$ cat config.mk
export PLATFORM = sky130hd
export DESIGN_NAME = proto_enum
export DESIGN_NICKNAME = d
export VERILOG_FILES = /design/src/rtl/proto_enum_pkg.sv /design/src/rtl/proto_enum_table.sv /design/src/rtl/proto_enum_gate.sv /design/src/rtl/proto_enum_seq.sv /design/src/rtl/proto_enum.sv
export SDC_FILE = /design/constraint.sdc
export NUM_CORES = 1
export LEC_CHECK = 0
export BUFFER_PORTS_ARGS = -buffer_cell sky130_fd_sc_hd__buf_2
export CORE_MARGIN = 2
export CORE_UTILIZATION = 57
export CTS_CLUSTER_DIAMETER = 50
export DETAILED_ROUTE_END_ITERATION = 10
export PLACE_DENSITY = 0.86
export SLEW_MARGIN = 20
export SYNTH_ARGS = -nofsm -noshare
export SYNTH_HDL_FRONTEND = slang
export SYNTH_SLANG_ARGS = --single-unit
export TNS_END_PERCENT = 50
$ cat constraint.sdc
create_clock -name clk -period 2.6 [get_ports clk]
set_input_delay 0.26 -clock clk [delete_from_list [all_inputs] [get_ports clk]]
set_output_delay 0.26 -clock clk [all_outputs]
set_load 0.02 [all_outputs]
$ cat src/rtl/proto_enum_pkg.sv
package proto_enum_pkg;

    localparam int VID_W   = 16;
    localparam int TYPE_W  = 8;
    localparam int IDX_W   = 8;
    localparam int DWORD_W = 32;

    localparam logic [VID_W-1:0]  DISC_VID  = 16'h0001;
    localparam logic [TYPE_W-1:0] DISC_TYPE = 8'h00;

    typedef struct packed {
        logic [VID_W-1:0]  vid;
        logic [TYPE_W-1:0] ptype;
    } proto_t;

    typedef enum logic [2:0] {
        ST_IDLE,
        ST_ABORT,
        ST_REQ,
        ST_WAIT,
        ST_DONE,
        ST_FAIL
    } seq_state_e;

endpackage

$ cat src/rtl/proto_enum_table.sv
module proto_enum_table
    import proto_enum_pkg::*;
#(
    parameter int DEPTH = 8,
    localparam int CNT_W = $clog2(DEPTH + 1)
) (
    input  logic             clk,
    input  logic             rst_n,
    input  logic             clr,
    input  logic             wr_en,
    input  proto_t           wr_entry,
    input  proto_t           query,
    output logic             tbl_hit,
    output logic             full,
    output logic [CNT_W-1:0] count
);

    typedef struct packed {
        proto_t [DEPTH-1:0] ents;
        logic   [CNT_W-1:0] cnt;
    } tbl_t;

    tbl_t tbl_d, tbl_q;
    logic [DEPTH-1:0] match;

    assign full  = (tbl_q.cnt == CNT_W'(DEPTH));
    assign count = tbl_q.cnt;

    always_comb begin
        tbl_d = tbl_q;
        if (clr) begin
            tbl_d.cnt = '0;
        end else if (wr_en && !full) begin
            for (int i = 0; i < DEPTH; i++) begin
                if (CNT_W'(i) == tbl_q.cnt) begin
                    tbl_d.ents[i] = wr_entry;
                end
            end
            tbl_d.cnt = tbl_q.cnt + 1'b1;
        end
    end

    always_ff @(posedge clk) begin
        if (!rst_n) begin
            tbl_q <= '0;
        end else begin
            tbl_q <= tbl_d;
        end
    end

    generate
        for (genvar g = 0; g < DEPTH; g++) begin : g_cmp
            assign match[g] = (CNT_W'(g) < tbl_q.cnt) && (tbl_q.ents[g] == query);
        end
    endgenerate

    assign tbl_hit = |match;


    no_overflow_chk: assert property (@(posedge clk) disable iff (!rst_n)
        wr_en |-> !full);


    clear_count_chk: assert property (@(posedge clk) disable iff (!rst_n)
        clr |=> (count == '0));

endmodule

$ cat src/rtl/proto_enum_gate.sv
module proto_enum_gate
    import proto_enum_pkg::*;
#(
    parameter int BYTES_W = 20
) (
    input  logic               clk,
    input  logic               rst_n,
    input  proto_t             query,
    input  logic               tbl_hit,
    input  logic [BYTES_W-1:0] req_bytes,
    input  logic [BYTES_W-1:0] rsp_bytes,
    output logic               hit,
    output logic               accept
);

    logic is_disc;
    logic sizes_ok;

    assign is_disc  = (query.vid == DISC_VID) && (query.ptype == DISC_TYPE);
    assign hit      = is_disc || tbl_hit;
    assign sizes_ok = (req_bytes[1:0] == 2'b00) && (rsp_bytes >= BYTES_W'(4));
    assign accept   = hit && sizes_ok;


    disc_always_chk: assert property (@(posedge clk) disable iff (!rst_n)
        ((query.vid == DISC_VID) && (query.ptype == DISC_TYPE)) |-> hit);


    small_rsp_reject_chk: assert property (@(posedge clk) disable iff (!rst_n)
        (rsp_bytes < BYTES_W'(4)) |-> !accept);

endmodule

$ cat src/rtl/proto_enum_seq.sv
module proto_enum_seq
    import proto_enum_pkg::*;
#(
    parameter int LEN_W = 18
) (
    input  logic               clk,
    input  logic               rst_n,
    input  logic               start,
    input  logic               abort_done,
    input  logic               abort_ok,
    input  logic               req_ready,
    input  logic               rsp_valid,
    input  logic               rsp_ok,
    input  logic [LEN_W-1:0]   rsp_len_dw,
    input  logic [DWORD_W-1:0] rsp_data,
    input  logic               tbl_full,
    output logic               busy,
    output logic               done,
    output logic               error,
    output logic               abort_req,
    output logic               req_valid,
    output logic [DWORD_W-1:0] req_payload,
    output logic               tbl_clr,
    output logic               tbl_wr,
    output proto_t             tbl_entry
);

    typedef struct packed {
        seq_state_e        state;
        logic [IDX_W-1:0]  idx;
    } seq_t;

    seq_t seq_d, seq_q;
    logic             rsp_good;
    logic [IDX_W-1:0] next_idx;

    assign rsp_good  = rsp_ok && (rsp_len_dw == LEN_W'(1));
    assign next_idx  = rsp_data[31:24];
    assign tbl_entry = '{vid: rsp_data[15:0], ptype: rsp_data[23:16]};

    always_comb begin
        seq_d   = seq_q;
        tbl_clr = 1'b0;
        tbl_wr  = 1'b0;
        unique case (seq_q.state)
            ST_IDLE, ST_DONE, ST_FAIL: begin
                if (start) begin
                    seq_d.state = ST_ABORT;
                    tbl_clr     = 1'b1;
                end
            end
            ST_ABORT: begin
                if (abort_done) begin
                    seq_d.idx   = '0;
                    seq_d.state = abort_ok ? ST_REQ : ST_FAIL;
                end
            end
            ST_REQ: begin
                if (req_ready) begin
                    seq_d.state = ST_WAIT;
                end
            end
            ST_WAIT: begin
                if (rsp_valid) begin
                    if (!rsp_good || tbl_full) begin
                        seq_d.state = ST_FAIL;
                    end else begin
                        tbl_wr      = 1'b1;
                        seq_d.idx   = next_idx;
                        seq_d.state = (next_idx == '0) ? ST_DONE : ST_REQ;
                    end
                end
            end
            default: seq_d.state = ST_IDLE;
        endcase
    end

    always_ff @(posedge clk) begin
        if (!rst_n) begin
            seq_q <= '{state: ST_IDLE, idx: '0};
        end else begin
            seq_q <= seq_d;
        end
    end

    assign abort_req   = (seq_q.state == ST_ABORT);
    assign req_valid   = (seq_q.state == ST_REQ);
    assign busy        = abort_req || req_valid || (seq_q.state == ST_WAIT);
    assign done        = (seq_q.state == ST_DONE);
    assign error       = (seq_q.state == ST_FAIL);
    assign req_payload = {{(DWORD_W-IDX_W){1'b0}}, seq_q.idx};


    abort_fail_chk: assert property (@(posedge clk) disable iff (!rst_n)
        (abort_req && abort_done && !abort_ok) |=> (error && !req_valid));


    req_hold_chk: assert property (@(posedge clk) disable iff (!rst_n)
        (req_valid && !req_ready) |=> (req_valid && $stable(req_payload)));


    chain_end_chk: assert property (@(posedge clk) disable iff (!rst_n)
        ((seq_q.state == ST_WAIT) && rsp_valid && rsp_ok && (rsp_len_dw == LEN_W'(1))
         && (rsp_data[31:24] == 8'h00) && !tbl_full) |=> done);


    next_index_chk: assert property (@(posedge clk) disable iff (!rst_n)
        ((seq_q.state == ST_WAIT) && rsp_valid && rsp_ok && (rsp_len_dw == LEN_W'(1))
         && (rsp_data[31:24] != 8'h00) && !tbl_full)
        |=> (req_valid && (req_payload[7:0] == $past(rsp_data[31:24]))));


    bad_rsp_chk: assert property (@(posedge clk) disable iff (!rst_n)
        ((seq_q.state == ST_WAIT) && rsp_valid && (!rsp_ok || (rsp_len_dw != LEN_W'(1))))
        |=> (error && !req_valid));


    error_sticky_chk: assert property (@(posedge clk) disable iff (!rst_n)
        (error && !start) |=> error);

endmodule

$ cat src/rtl/proto_enum.sv
module proto_enum
    import proto_enum_pkg::*;
#(
    parameter int DEPTH   = 8,
    parameter int LEN_W   = 18,
    parameter int BYTES_W = 20
) (
    input  logic                         clk,
    input  logic                         rst_n,
    input  logic                         start,
    output logic                         busy,
    output logic                         done,
    output logic                         error,
    output logic [$clog2(DEPTH+1)-1:0]   entry_count,
    output logic                         abort_req,
    input  logic                         abort_done,
    input  logic                         abort_ok,
    output logic                         req_valid,
    input  logic                         req_ready,
    output logic [15:0]                  req_vid,
    output logic [7:0]                   req_type,
    output logic [31:0]                  req_payload,
    output logic [LEN_W-1:0]             req_len_dw,
    input  logic                         rsp_valid,
    input  logic                         rsp_ok,
    input  logic [LEN_W-1:0]             rsp_len_dw,
    input  logic [31:0]                  rsp_data,
    input  logic [15:0]                  q_vid,
    input  logic [7:0]                   q_type,
    output logic                         q_hit,
    input  logic [BYTES_W-1:0]           task_req_bytes,
    input  logic [BYTES_W-1:0]           task_rsp_bytes,
    output logic                         task_accept
);

    proto_t query;
    proto_t tbl_entry;
    logic   tbl_clr, tbl_wr, tbl_full, tbl_hit;

    assign query      = '{vid: q_vid, ptype: q_type};
    assign req_vid    = DISC_VID;
    assign req_type   = DISC_TYPE;
    assign req_len_dw = LEN_W'(1);

    proto_enum_seq #(.LEN_W(LEN_W)) u_seq (
        .clk         (clk),
        .rst_n       (rst_n),
        .start       (start),
        .abort_done  (abort_done),
        .abort_ok    (abort_ok),
        .req_ready   (req_ready),
        .rsp_valid   (rsp_valid),
        .rsp_ok      (rsp_ok),
        .rsp_len_dw  (rsp_len_dw),
        .rsp_data    (rsp_data),
        .tbl_full    (tbl_full),
        .busy        (busy),
        .done        (done),
        .error       (error),
        .abort_req   (abort_req),
        .req_valid   (req_valid),
        .req_payload (req_payload),
        .tbl_clr     (tbl_clr),
        .tbl_wr      (tbl_wr),
        .tbl_entry   (tbl_entry)
    );

    proto_enum_table #(.DEPTH(DEPTH)) u_table (
        .clk      (clk),
        .rst_n    (rst_n),
        .clr      (tbl_clr),
        .wr_en    (tbl_wr),
        .wr_entry (tbl_entry),
        .query    (query),
        .tbl_hit  (tbl_hit),
        .full     (tbl_full),
        .count    (entry_count)
    );

    proto_enum_gate #(.BYTES_W(BYTES_W)) u_gate (
        .clk       (clk),
        .rst_n     (rst_n),
        .query     (query),
        .tbl_hit   (tbl_hit),
        .req_bytes (task_req_bytes),
        .rsp_bytes (task_rsp_bytes),
        .hit       (q_hit),
        .accept    (task_accept)
    );

endmodule

## After elaboration in Yosys (flattened, before gate mapping)

Cells that the tools add are included.

- Register bits after elaboration: 207
- Latch bits: 0
- RAM bits: 0
- Bits in read-only memories: 0
- Bits of input ports: 122
- Output and inout port bits: 85
- Logic and storage cells: 112
- Memories: 0

- Add/sub/neg operators: 1
- Multipliers: 0
- Divide/modulo/power cells: 0
- $lt $le $gt $ge: 9
- Equal/unequal tests: 28
- Shift operators: 0
- Mux-type cells: 15
- Bitwise gates (word level): 2
- Reductions and logical operators: 38

Operator list:

| kind | number |
|---|---|
| $eq 24x24->1 | 8 |
| $reduce_and 3->1 | 8 |
| $mux 11 | 2 |
| $ge 20x3->1 const B | 1 |
| $eq 18x1->1 const B | 1 |
| $eq 16x1->1 const B | 1 |
| $eq 3x4->1 const A | 4 |
| $logic_not 8->1 | 2 |
| $lt 3x4->1 const A | 4 |
| $pmux 8 s2 | 1 |
| $mux 3 | 5 |
| $logic_and 1x1->1 | 13 |
| $pmux 3 s4 | 1 |
| $ne 2x2->1 const B | 5 |
| $eq 2x4->1 const A | 2 |
| $lt 1x4->1 const A | 2 |
| $lt 2x4->1 const A | 2 |
| $mux 8 | 1 |
| $reduce_and 4->1 | 2 |
| $reduce_or 8->1 | 1 |
| $eq 3x2->1 const B | 2 |
| $eq 3x3->1 const B | 2 |
| $mux 1 | 5 |
| $add 4x1->4 const B | 1 |
| other kinds (12) | 17 |

## Depth between registers and ports, before layout

Gate-level depths: netlist of the first run.

- Depth in word-level cells: 9
- Mapped depth: 10

## Hierarchy

Synthesis of the first run repeated with hierarchy kept, for this count alone.

- Cells, all modules: 1406
- Area, all modules: 11892.7 um^2

Modules (own cells, without submodules):

| module | instances | cells an instance | area an instance (um^2) |
|---|---|---|---|
| proto_enum_table | 1 | 1198 | 10294.9 |
| proto_enum_seq | 1 | 147 | 1168.6 |
| proto_enum | 1 | 44 | 322.8 |
| proto_enum_gate | 1 | 17 | 106.4 |

## Worst setup path after synthesis of the first run

No wires, ideal clock.

- Kind: register -> register
- From: register u_table.tbl_q, in the netlist u_table.count[0]
- To: register u_seq.seq_q, in the netlist u_seq.req_payload[6]
- Setup time: 0.066 ns
- Arrival time: 2.169 ns
- Data required time: 2.534 ns
- Setup slack: 0.365 ns
- Cell stages (with the launch flop): 10
- Buffers on the path: 1
- Clock period less this slack: 2.235 ns
- Cell sequence: dfxtp_1 > inv_1 > ha_1 > nand3b_1 > nand2_1 > or3_4 > a211o_4 > buf_6 > or2_0 > a21boi_2

- Cells in the longest elaborated chain, start to end: 4

Ends and longest elaborated chain:

| element | RTL line | source |
|---|---|---|
| from (decl) | proto_enum_table.sv:23 | `tbl_t tbl_d, tbl_q;` |
| from (signal assigned) | proto_enum_table.sv:47 | `tbl_q <= tbl_d;` |
| $eq 4x4->1 | proto_enum_table.sv:26 | `assign full = (tbl_q.cnt == CNT_W'(DEPTH));` |
| $logic_or 1x1->1 | proto_enum_seq.sv:65 | `if (!rsp_good \|\| tbl_full) begin` |
| $ne 2x2->1 (no line) | - |  |
| $reduce_and 4->1 (no line) | - |  |
| to (signal assigned) | proto_enum_seq.sv:80 | `seq_q <= '{state: ST_IDLE, idx: '0};` |
| to (signal assigned) | proto_enum_seq.sv:82 | `seq_q <= seq_d;` |
| to (decl) | proto_enum_seq.sv:33 | `seq_t seq_d, seq_q;` |

Every way passes these cells.
A chain may end at the register's enable or synchronous reset.

## Final worst setup path of the first run

- From: register u_table.tbl_q[119] in the netlist's numbering
- To: output task_accept

- Cells in the longest elaborated chain, start to end: 5

Ends and longest elaborated chain:

| element | RTL line | source |
|---|---|---|
| $eq 24x24->1 | proto_enum_table.sv:53 | `assign match[g] = (CNT_W'(g) < tbl_q.cnt) && (tbl_q.ents[g] == query);` |
| $logic_and 1x1->1 | proto_enum_table.sv:53 |  |
| $reduce_or 8->1 | proto_enum_table.sv:57 | `assign tbl_hit = \|match;` |
| $logic_or 1x1->1 | proto_enum_gate.sv:20 | `assign hit = is_disc \|\| tbl_hit;` |
| $logic_and 1x1->1 | proto_enum_gate.sv:22 | `assign accept = hit && sizes_ok;` |
| to (decl) | proto_enum.sv:33 | `output logic task_accept` |

Every way passes these cells.

==> impl_metrics.py, run 1 <==
metrics = {
    "run_status": {
        "status": "complete, but fails checks",
        "violations": "negative setup slack",
    },
    "placed_design": {
        "dp_hpwl_um": 21770,
        "pre_cts_slack_ps": -13.32,
        "routabilityCongestion": 0.9944,
        "port_buffers": 120,
        "dpl-instance-area_um2": 11770,
    },
    "sta": {
        "layout_setup_ws_ps": -51.43,
        "fmax_ghz": 0.3772,
        "period_needed_ps": 2651,
        "timing.final.crit_share_pct": 102.0,
        "clock_skew_ps": 17.17,
        "hold_violations": 0,
        "tightest_slew_ps": 588.9,
        "fin_setup_tns_ps": -51.43,
        "rsz0062_at_grt": "true",
        "setup_viol": 1,
        "slew_viol_final": 0,
        "whs_ps": 82.95,
        "timing.slew.headroom_pct": 60.62,
    },
    "finish": {
        "antenna_cells": 0,
        "area_delta_synth_final_pct": 14.13,
        "num-nets-final": 1453,
        "drive_gt1_share_pct": 19.17,
        "fin_area_um2": 12880,
        "utilization_pct": 66.17,
    },
    "drt": {
        "post-route-drc-count": 0,
        "detail-route-antenna-nets": 0,
        "first_pass_iters": 6,
        "routed_wl_um": 32760,
        "wl_per_cell_um": 20.33,
        "drt-initial-drc-count": 849,
        "via_per_inst": 5.641,
        "vias": 9088,
    },
    "logic_synthesis": {
        "synth_xor_area_share_pct": 15.14,
        "yosys_warnings": 0,
        "yosysSeqAreaShare_pct": 36.73,
        "syn_avg_cell_area_um2": 9.092,
        "synth_common_cells": "dfxtp_1, nand2_1, nor2b_1",
        "synth_top_area_share_pct": 36.73,
        "yosysTopAreaCell": "dfxtp_1",
        "synth_cells": 1241,
        "synth_edf_count": 0,
        "synthAdderAreaFrac_pct": 0.3327,
        "synthSimpleGateAreaFrac_pct": 19.85,
        "synth_top_family_by_area": "simple AND/OR/NAND/NOR gates",
        "async_flop_share_pct": 0,
        "synth_cell_types": 50,
        "muxShareOfSynthArea_pct": 10.82,
        "synth-compound-area-share_pct": 7.064,
        "synth.area.top_cells": "dfxtp_1, mux2i_1, xnor2_1",
        "ys_ff_latch": 207,
        "synth_area_um2": 11280,
        "synth-main-ff-cell": "dfxtp_1",
        "post-synth-top-count-cell": "dfxtp_1",
    },
    "pwr": {
        "p_switching_mw": 1.905,
        "power_frac_comb_pct": 9.9,
        "p_sw_share_pct": 25.38,
        "power.leakage_nw": 5.573,
        "vdd_drop_max_mv": 0.4378,
        "clkPwrFrac_pct": 47.7,
        "powerDensity_nw_per_um2": 582.9,
        "intPower_mw": 5.601,
        "seq_power_share_pct": 42.4,
    },
    "worst_setup_path": {
        "start_kind": "flop",
        "r2r_slack_ps": 130,
        "critPathKind": "flop to output port",
        "slowest_delay_ps": 400,
        "crit_buf_inv": 1,
        "cp-end-kind": "output port",
        "worstPathRequired_ps": 2340,
        "cp_top_family": "simple AND/OR/NAND/NOR gates",
        "critPathArrivalTime_ps": 2390,
        "path_cells": "xor2_1 > nor4_2 > nand2_1 > nor4_2 > a311o_1 > o21a_1 > buf_6",
        "crit_top_cell": "nor4_2",
        "path_max_fanout": 2,
        "crit_slowest_cell": "nor4_2",
    },
    "floorplanning": {
        "die_w_um": 144.7,
        "start_util_pct": 57.97,
        "coreArea_um2": 19460,
        "dieArea_um2": 20940,
        "boundaryPins": 207,
        "dieHeight_um": 144.7,
        "rows": 51,
    },
    "clock_tree": {
        "cts_htree_levels": 1,
        "worst_skew_pair.late_latency_ps": 520,
        "clk_path_buf_depth": 3,
        "ctsHoldBuffers": 0,
        "path_clk_slew_ps": 60,
        "clock_sinks": 207,
        "cts_tree": "done",
        "cts_root_buf": "clkbuf_16",
        "cts_buffers": 25,
    },
    "global_routing": {
        "track_usage_pct": 30.11,
        "grt_max_degree": 92,
        "grt_pass1_vias": 8537,
        "grt_overflow": 0,
        "antenna_found_initial": 1,
        "grt_pass1_wl_um": 47640,
    },
    "job": {
        "cap_violations": 0,
    },
    "hold_path": {
        "hp-class": "primary input to flop",
    },
}
[worst register-to-register path: stages (launching register included)]
cell and delay [ps]:
dfxtp_4 390, inv_1 120, ha_2 260, nand3b_1 110, nand2_1 100, nor4_4 290, buf_6 270, and3_1 200
buf_4 320, nand2_1 120, a21boi_0 210
[path summary, 6_finish.rpt]
path                          end  cells past startpoint                 start
max                   task_accept                      7    u_table.tbl_q[119]
min             u_table.tbl_q[73]                      3          rsp_data[13]
max reg2reg     u_table.tbl_q[69]                     10      u_table.count[1]
min reg2reg  u_seq.req_payload[0]                      2  u_seq.req_payload[0]
[sequential cells by signal, summed over array words and instances, names as in the netlist]
name               count
u_table.tbl_q        192
u_seq.seq_q            3
u_seq.req_payload      8
u_table.count          4
[routing by layer]
metal | global-route usage (%) | up-vias | share of wire (%)
met2 | 49.79 | 519 | 46
met5 | 0 | - | 0.037
met1 | 39.00 | 4363 | 40
met3 | 6.417 | 82 | 9.9
met4 | 10.73 | 2 | 3.3
li1 | - | 4122 | -
[repair_timing]
item / 4_1_cts / 5_1_grt
pin swaps: 4 / 8
cloned: 0 / 2
setup endpoints to repair: 29 / 116
resized for setup: 20 / 27
hold endpoints to repair: 0 / 0
buffers inserted: 0 / 5
[through the flow]
stage,power (mW),instances
floorplan,3.806,1305
global placement,3.964,1559
detailed placement,3.972,1559
CTS,7.507,1604
global route,7.711,1611
finish,7.506,1611
[cell families after synthesis]
logic type / Yosys count
multiplexers: 122
AO/OA/AOI/OAI: 104
XOR/XNOR: 195
flip-flops: 207
adder cells (fa/ha/maj): 3
other: 2
AND/OR/NAND/NOR: 421
buffers and inverters: 187
[layout by cell type, fill, tap and decap left out, drive strengths merged, types with 4 or more instances in the layout]
| cell type | instances |
|---|---|
| dfxtp | 207 |
| buf | 176 |
| nand2 | 167 |
| nor2b | 123 |
| mux2i | 122 |
| xnor2 | 112 |
| xor2 | 83 |
| a21boi | 81 |
| conb | 66 |
| nor4 | 36 |
| clkbuf | 33 |
| nand4 | 27 |
| nand3 | 27 |
| nor3 | 12 |
| nor2 | 9 |
| or2 | 9 |
| inv | 8 |
| and3 | 5 |
| a21oi | 5 |
| a2111oi | 4 |
[area by class of cell]
type | count | area (µm²)
inverter | 5 | 18.77
clock inverter | 12 | 161.4
clock buffer | 33 | 685.7
multi-input combinational | 913 | 6431
fill | 1537 | 6585
timing repair buffer | 176 | 1094
sequential | 207 | 4155
tap | 265 | 331.6
[power groups by stage]
stage               registers (mW)  clock network, mW  logic, mW
finish                        3.18               3.58      0.743
global route                  3.18               3.74      0.786
CTS                           3.19               3.60      0.725
detailed placement            3.26                  0      0.716
global placement              3.26                  0      0.707
floorplan                     3.25                  0      0.551
Note: power is estimated with default switching activity, not from simulation.
==> run 2: changes to the inputs <==
- ABC_AREA: unset -> 1
- CORE_UTILIZATION: 57 -> 56
- PLACE_DENSITY: 0.86 -> 0.85
==> run 2 against run 1 <==
Effect of this change: the run now ends clean; via count rose by 23%; area after synthesis fell by 0.44%; cell count rose by 27%; critical endpoint unchanged; die area rose by 1.3%; highest routed layer is now met4.
==> impl_metrics.py, run 2 <==
metrics = {
    "drt": {
        "wl_per_cell_um": 17.36,
        "drt-initial-drc-count": 1393,
        "post-route-drc-count": 0,
        "via_per_inst": 5.463,
        "detail-route-antenna-nets": 0,
        "routed_wl_um": 35580,
        "vias": 11200,
        "first_pass_iters": 6,
    },
    "logic_synthesis": {
        "yosysTopAreaCell": "dfxtp_1",
        "synth_common_cells": "nand2_1, nor2_1, dfxtp_1",
        "synth_area_um2": 11230,
        "synth_edf_count": 0,
        "synth_cells": 1684,
        "post-synth-top-count-cell": "nand2_1",
        "yosysSeqAreaShare_pct": 36.89,
        "yosys_warnings": 0,
        "async_flop_share_pct": 0,
        "synth_top_area_share_pct": 36.89,
        "synth-main-ff-cell": "dfxtp_1",
        "synth.area.top_cells": "dfxtp_1, nand2_1, nor2_1",
        "ys_ff_latch": 207,
        "synth_cell_types": 36,
        "syn_avg_cell_area_um2": 6.671,
    },
    "global_routing": {
        "grt_pass1_wl_um": 54320,
        "grt_max_degree": 79,
        "grt_overflow": 0,
        "track_usage_pct": 32.30,
        "grt_pass1_vias": 10100,
        "antenna_found_initial": 0,
    },
    "sta": {
        "tightest_slew_ps": 644.3,
        "whs_ps": 104.2,
        "fin_setup_tns_ps": 0,
        "timing.slew.headroom_pct": 57.05,
        "setup_viol": 0,
        "clock_skew_ps": 17.42,
        "hold_violations": 0,
        "timing.final.crit_share_pct": 97.50,
        "fmax_ghz": 0.3945,
        "slew_viol_final": 0,
        "period_needed_ps": 2535,
    },
    "clock_tree": {
        "ctsHoldBuffers": 0,
        "path_clk_slew_ps": 60,
        "cts_root_buf": "clkbuf_16",
        "cts_htree_levels": 1,
        "cts_tree": "done",
        "cts_buffers": 26,
        "worst_skew_pair.late_latency_ps": 540,
        "clock_sinks": 207,
        "clk_path_buf_depth": 3,
    },
    "worst_setup_path": {
        "crit_top_cell": "nor2_1",
        "critPathArrivalTime_ps": 2280,
        "worstPathRequired_ps": 2340,
        "crit_slowest_cell": "dfxtp_2",
        "start_kind": "flop",
        "path_max_fanout": 8,
        "path_cells": "nand2_1 > nand2_1 > nand2_1 > nor2_1 > nand3_1 > nor2_1 > nor2_1 > nand3_1 > nor2_4 > nor2_1 > buf_2",
        "cp_top_family": "simple AND/OR/NAND/NOR gates",
        "crit_buf_inv": 1,
        "slowest_delay_ps": 440,
        "cp-end-kind": "output port",
        "critPathKind": "flop to output port",
    },
    "finish": {
        "mostFrequentLayoutCells": "nand2_1, nor2_1, dfxtp_1, o21ai_0, inv_1",
        "layout_commonest_cell": "nand2_1",
        "regMostFlops": "u_table.tbl_q",
        "num-nets-final": 1891,
        "drive_gt1_share_pct": 13.28,
        "largest_register_ff_count": 192,
        "final_cells": 2050,
        "area_delta_synth_final_pct": 12.59,
        "antenna_cells": 0,
    },
    "hold_path": {
        "hp-class": "primary input to flop",
    },
    "run_status": {
        "status": "completed",
    },
    "floorplanning": {
        "die_w_um": 145.6,
        "dieArea_um2": 21210,
        "start_util_pct": 57.34,
        "boundaryPins": 207,
        "coreArea_um2": 19590,
        "rows": 51,
        "dieHeight_um": 145.6,
    },
    "pwr": {
        "powerDensity_nw_per_um2": 612.5,
        "power.total_mw": 7.746,
        "power.leakage_nw": 5.281,
        "vdd_drop_max_mv": 0.4462,
    },
    "placed_design": {
        "dp_hpwl_um": 24490,
        "port_buffers": 120,
        "routabilityCongestion": 0.9875,
        "dp.cells": 2001,
    },
    "job": {
        "cap_violations": 0,
    },
}
-- run 2: layout make-up --
type / instances / area, µm²
Clock buffer: 35 / 755.7
Fill cell: 1705 / 6943
Inverter: 178 / 670.6
Timing Repair Buffer: 151 / 873.3
Tap cell: 265 / 331.6
Sequential cell: 207 / 4150
Clock inverter: 12 / 108.9
Multi-Input combinational cell: 1202 / 5757
-- run 2: per-layer routing --
| metal | GRT usage [%] | part of all wire (%) | up-vias |
|---|---|---|---|
| li1 | - | - | 5349 |
| met1 | 42.31 | 38 | 4994 |
| met2 | 51.04 | 44 | 720 |
| met3 | 5.768 | 12 | 137 |
| met4 | 17.06 | 5.4 | 0 |
| met5 | 0 | 0 | - |
-- run 2: path summary, 6_finish.rpt --
path / startpoint / endpoint / slack (ps) / cells after the start
worst min register to register: u_table.tbl_q[37] / u_table.tbl_q[37] / 460 / 2
worst max register to register: u_table.count[1] / u_table.tbl_q[67] / 410 / 11
worst max-delay path: u_table.count[2] / task_accept / 60 / 11
worst min-delay path: rsp_data[22] / u_table.tbl_q[154] / 100 / 3
-- run 2: timing repair --
item,in CTS,in global routing
pin swaps,0,1
endpoints found under the setup margin,2,2
setup buffers,0,2
resized for setup,8,11
-- run 2: per-stage QoR --
step | worst slack (ps) | util, % | instance area, µm²
floorplan | 667.5 | - | 11470
global placement | 365.8 | 59.71 | 11700
detailed placement | 342.6 | 59.71 | 11700
CTS | 8.689 | 64.25 | 12590
global route | -3.211 | 64.56 | 12650
finish | 64.97 | 64.56 | 12650
-- run 2: cell families (layout without fill, tap and decap cells) --
family	Yosys count	count (layout)	synth area share [%]
xor gates and xnor gates	83	83	6.471
and+or+nand+nor	692	692	25.47
DFF	207	207	36.89
adders and majority gates	3	3	0.3342
AOI/OAI and AO/OA	358	358	16.15
other	2	66	0.06685
buffers and inverters	339	376	14.61
-- run 2: worst register-to-register path: cells and delay by family, from the launching register on --
family | cells | cell delay [ps]
buffers and inverters | 4 | 650
AND/OR/NAND/NOR | 4 | 580
flip-flops | 1 | 380
AO/OA/AOI/OAI | 2 | 270
adder cells (fa/ha/maj) | 1 | 210
-- run 2: power breakdown --
| group | leakage (nW) | total [mW] | internal, mW | switching [mW] |
|---|---|---|---|---|
| sequential | 1.67 | 3.21 | 3.19 | 0.0207 |
| combinational | 3.19 | 0.946 | 0.270 | 0.676 |
| clock | 0.423 | 3.59 | 2.14 | 1.45 |
| total | 5.28 | 7.75 | 5.60 | 2.15 |
==> run 3: changes to the inputs <==
- PLACE_DENSITY: 0.85 -> 0.8
==> run 3 against run 2 <==
Effect of this change: final area grew 0.99%; critical endpoint unchanged; critical path depth up 1; utilization grew 0.64 points; critical path type unchanged; largest cell class unchanged.
==> impl_metrics.py, run 3 (synthesis gave the netlist of run 2 again) <==
metrics = {
    "run_status": {
        "status": "completed",
    },
    "placed_design": {
        "routabilityCongestion": 0.9824,
        "dp_hpwl_um": 24200,
        "dpl-instance-area_um2": 11700,
        "port_buffers": 120,
        "dp.cells": 2000,
    },
    "drt": {
        "via_per_inst": 5.354,
        "detail-route-antenna-nets": 0,
        "routed_wl_um": 35250,
        "first_pass_iters": 6,
        "drt-initial-drc-count": 1193,
        "post-route-drc-count": 0,
        "vias": 11020,
        "wl_per_cell_um": 17.12,
    },
    "worst_setup_path": {
        "crit_buf_inv": 3,
        "r2r_end": "u_table.tbl_q[27]",
        "critPathArrivalTime_ps": 2250,
        "r2r_slack_ps": 350,
        "crit_top_cell": "nor2_1",
        "cp_top_family": "simple AND/OR/NAND/NOR gates",
        "worst-path-stages": 12,
        "r2r-start": "u_table.count[0]",
        "startpoint": "u_table.count[3]",
        "crit_end": "task_accept",
        "critPathKind": "flop to output port",
        "r2r_cells": 12,
        "start_kind": "flop",
        "slowest_delay_ps": 400,
        "crit_slowest_cell": "dfxtp_4",
        "path_cells": "nor2_4 > buf_4 > inv_1 > nand4_1 > nor2_1 > nand3_1 > nor2_1 > nor2_1 > nand3_1 > nor2_4 > nor2_1 > buf_4",
        "path_max_fanout": 6,
        "cp-end-kind": "output port",
        "worstPathRequired_ps": 2340,
    },
    "sta": {
        "setup_viol": 0,
        "hold_violations": 0,
        "whs_ps": 100.3,
        "period_needed_ps": 2506,
        "clock_skew_ps": 14.28,
        "timing.slew.headroom_pct": 54.44,
        "fmax_ghz": 0.3990,
        "timing.final.crit_share_pct": 96.40,
        "tightest_slew_ps": 683.5,
        "slew_viol_final": 0,
    },
    "pwr": {
        "intPower_mw": 5.674,
        "powerDensity_nw_per_um2": 614.2,
        "clkPwrFrac_pct": 47.1,
        "power.leakage_nw": 5.336,
        "seq_power_share_pct": 40.8,
        "p_sw_share_pct": 27.67,
        "p_switching_mw": 2.171,
        "power_frac_comb_pct": 12.1,
        "vdd_drop_max_mv": 0.5624,
    },
    "finish": {
        "fin_area_um2": 12770,
        "final_cells": 2059,
        "utilization_pct": 65.20,
        "multi_input_area_um2": 5788,
        "largest_register_ff_count": 192,
        "regMostFlops": "u_table.tbl_q",
        "area_delta_synth_final_pct": 13.70,
        "drive_gt1_share_pct": 14.01,
        "num-nets-final": 1897,
        "layout_commonest_cell": "nand2_1",
        "regArea_um2": 4159,
        "mostFrequentLayoutCells": "nand2_1, nor2_1, dfxtp_1, o21ai_0, inv_1",
        "fillCellCount": 1712,
    },
    "global_routing": {
        "grt.met1_usage_pct": 41.33,
        "track_usage_pct": 32.05,
        "grt_max_degree": 69,
        "grt_use_met3_pct": 6.583,
        "grt_pass1_wl_um": 53720,
        "grt.met2_usage_pct": 51.87,
        "antenna_found_initial": 2,
        "grt_overflow": 0,
        "busiest_layer": "met2",
        "grt_pass1_vias": 9989,
    },
    "clock_tree": {
        "clk_path_buf_depth": 3,
        "path_clk_slew_ps": 60,
        "cts_root_buf": "clkbuf_16",
        "worst_skew_pair.late_latency_ps": 530,
        "ctsHoldBuffers": 0,
        "cts_tree": "done",
        "cts_htree_levels": 1,
        "clock_sinks": 207,
        "cts_buffers": 26,
    },
    "floorplanning": {
        "dieHeight_um": 145.6,
        "start_util_pct": 57.34,
        "die_w_um": 145.6,
        "rows": 51,
        "dieArea_um2": 21210,
        "coreArea_um2": 19590,
        "boundaryPins": 207,
    },
    "job": {
        "cap_violations": 0,
    },
    "hold_path": {
        "hold_depth": 3,
        "hp-class": "primary input to flop",
    },
}
[run 3: tightest hold or removal path: cells and delay by family]
| family | cells | cell delay (ps) |
|---|---|---|
| AO/OA/AOI/OAI | 1 | 90 |
| buffers and inverters | 1 | 170 |
| AND/OR/NAND/NOR | 1 | 80 |
[run 3: routing by layer]
metal / part of all wire (%) / up-vias / wire (µm)
met5: 0.031 / - / 11
met4: 4.8 / 2 / 1683
met3: 11 / 120 / 3994
met2: 45 / 620 / 15750
met1: 39 / 4917 / 13810
li1: - / 5364 / -
[run 3: what timing repair did]
item / CTS / global route
buffers inserted: 0 / 9
cloned: 0 / 0
resized for setup: 9 / 22
endpoints found under the setup margin: 2 / 2
pin swaps: 0 / 5
[run 3: through the flow]
stage / total power, mW / worst slack (ps) / setup TNS (ps)
detailed placement: 4.191 / 294.2 / 0
global placement: 4.182 / 283.6 / 0
finish: 7.845 / 93.66 / 0
CTS: 7.838 / 19.22 / 0
floorplan: 3.939 / 667.5 / 0
global route: 8.067 / -46.62 / -59.41
[run 3: worst min-delay path by stage]
stage,start,end
2_1_floorplan,rsp_data[2],u_table.tbl_q[14]
5_1_grt,rsp_data[20],u_table.tbl_q[152]
3_3_place_gp,u_table.tbl_q[48],u_table.tbl_q[48]
6_report,rsp_data[20],u_table.tbl_q[152]
4_1_cts,rsp_data[20],u_table.tbl_q[152]
3_5_place_dp,u_table.tbl_q[173],u_table.tbl_q[173]
[run 3: layout make-up]
| class | instances | share of cell area, % |
|---|---|---|
| Clock buffer | 31 | 5.398 |
| Sequential cell | 207 | 32.56 |
| Timing Repair Buffer | 157 | 7.308 |
| Multi-Input combinational cell | 1202 | 45.32 |
| Clock inverter | 17 | 1.528 |
| Antenna cell | 2 | 0.03919 |
| Tap cell | 265 | 2.596 |
| Inverter | 178 | 5.251 |
[run 3: power by group through the flow]
stage | logic (mW) | clock network (mW) | registers, mW
after floorplan | 0.668 | 0 | 3.27
after global placement | 0.906 | 0 | 3.28
after detailed placement | 0.915 | 0 | 3.28
after CTS | 0.922 | 3.71 | 3.21
after global routing | 1.03 | 3.83 | 3.20
final | 0.948 | 3.69 | 3.20
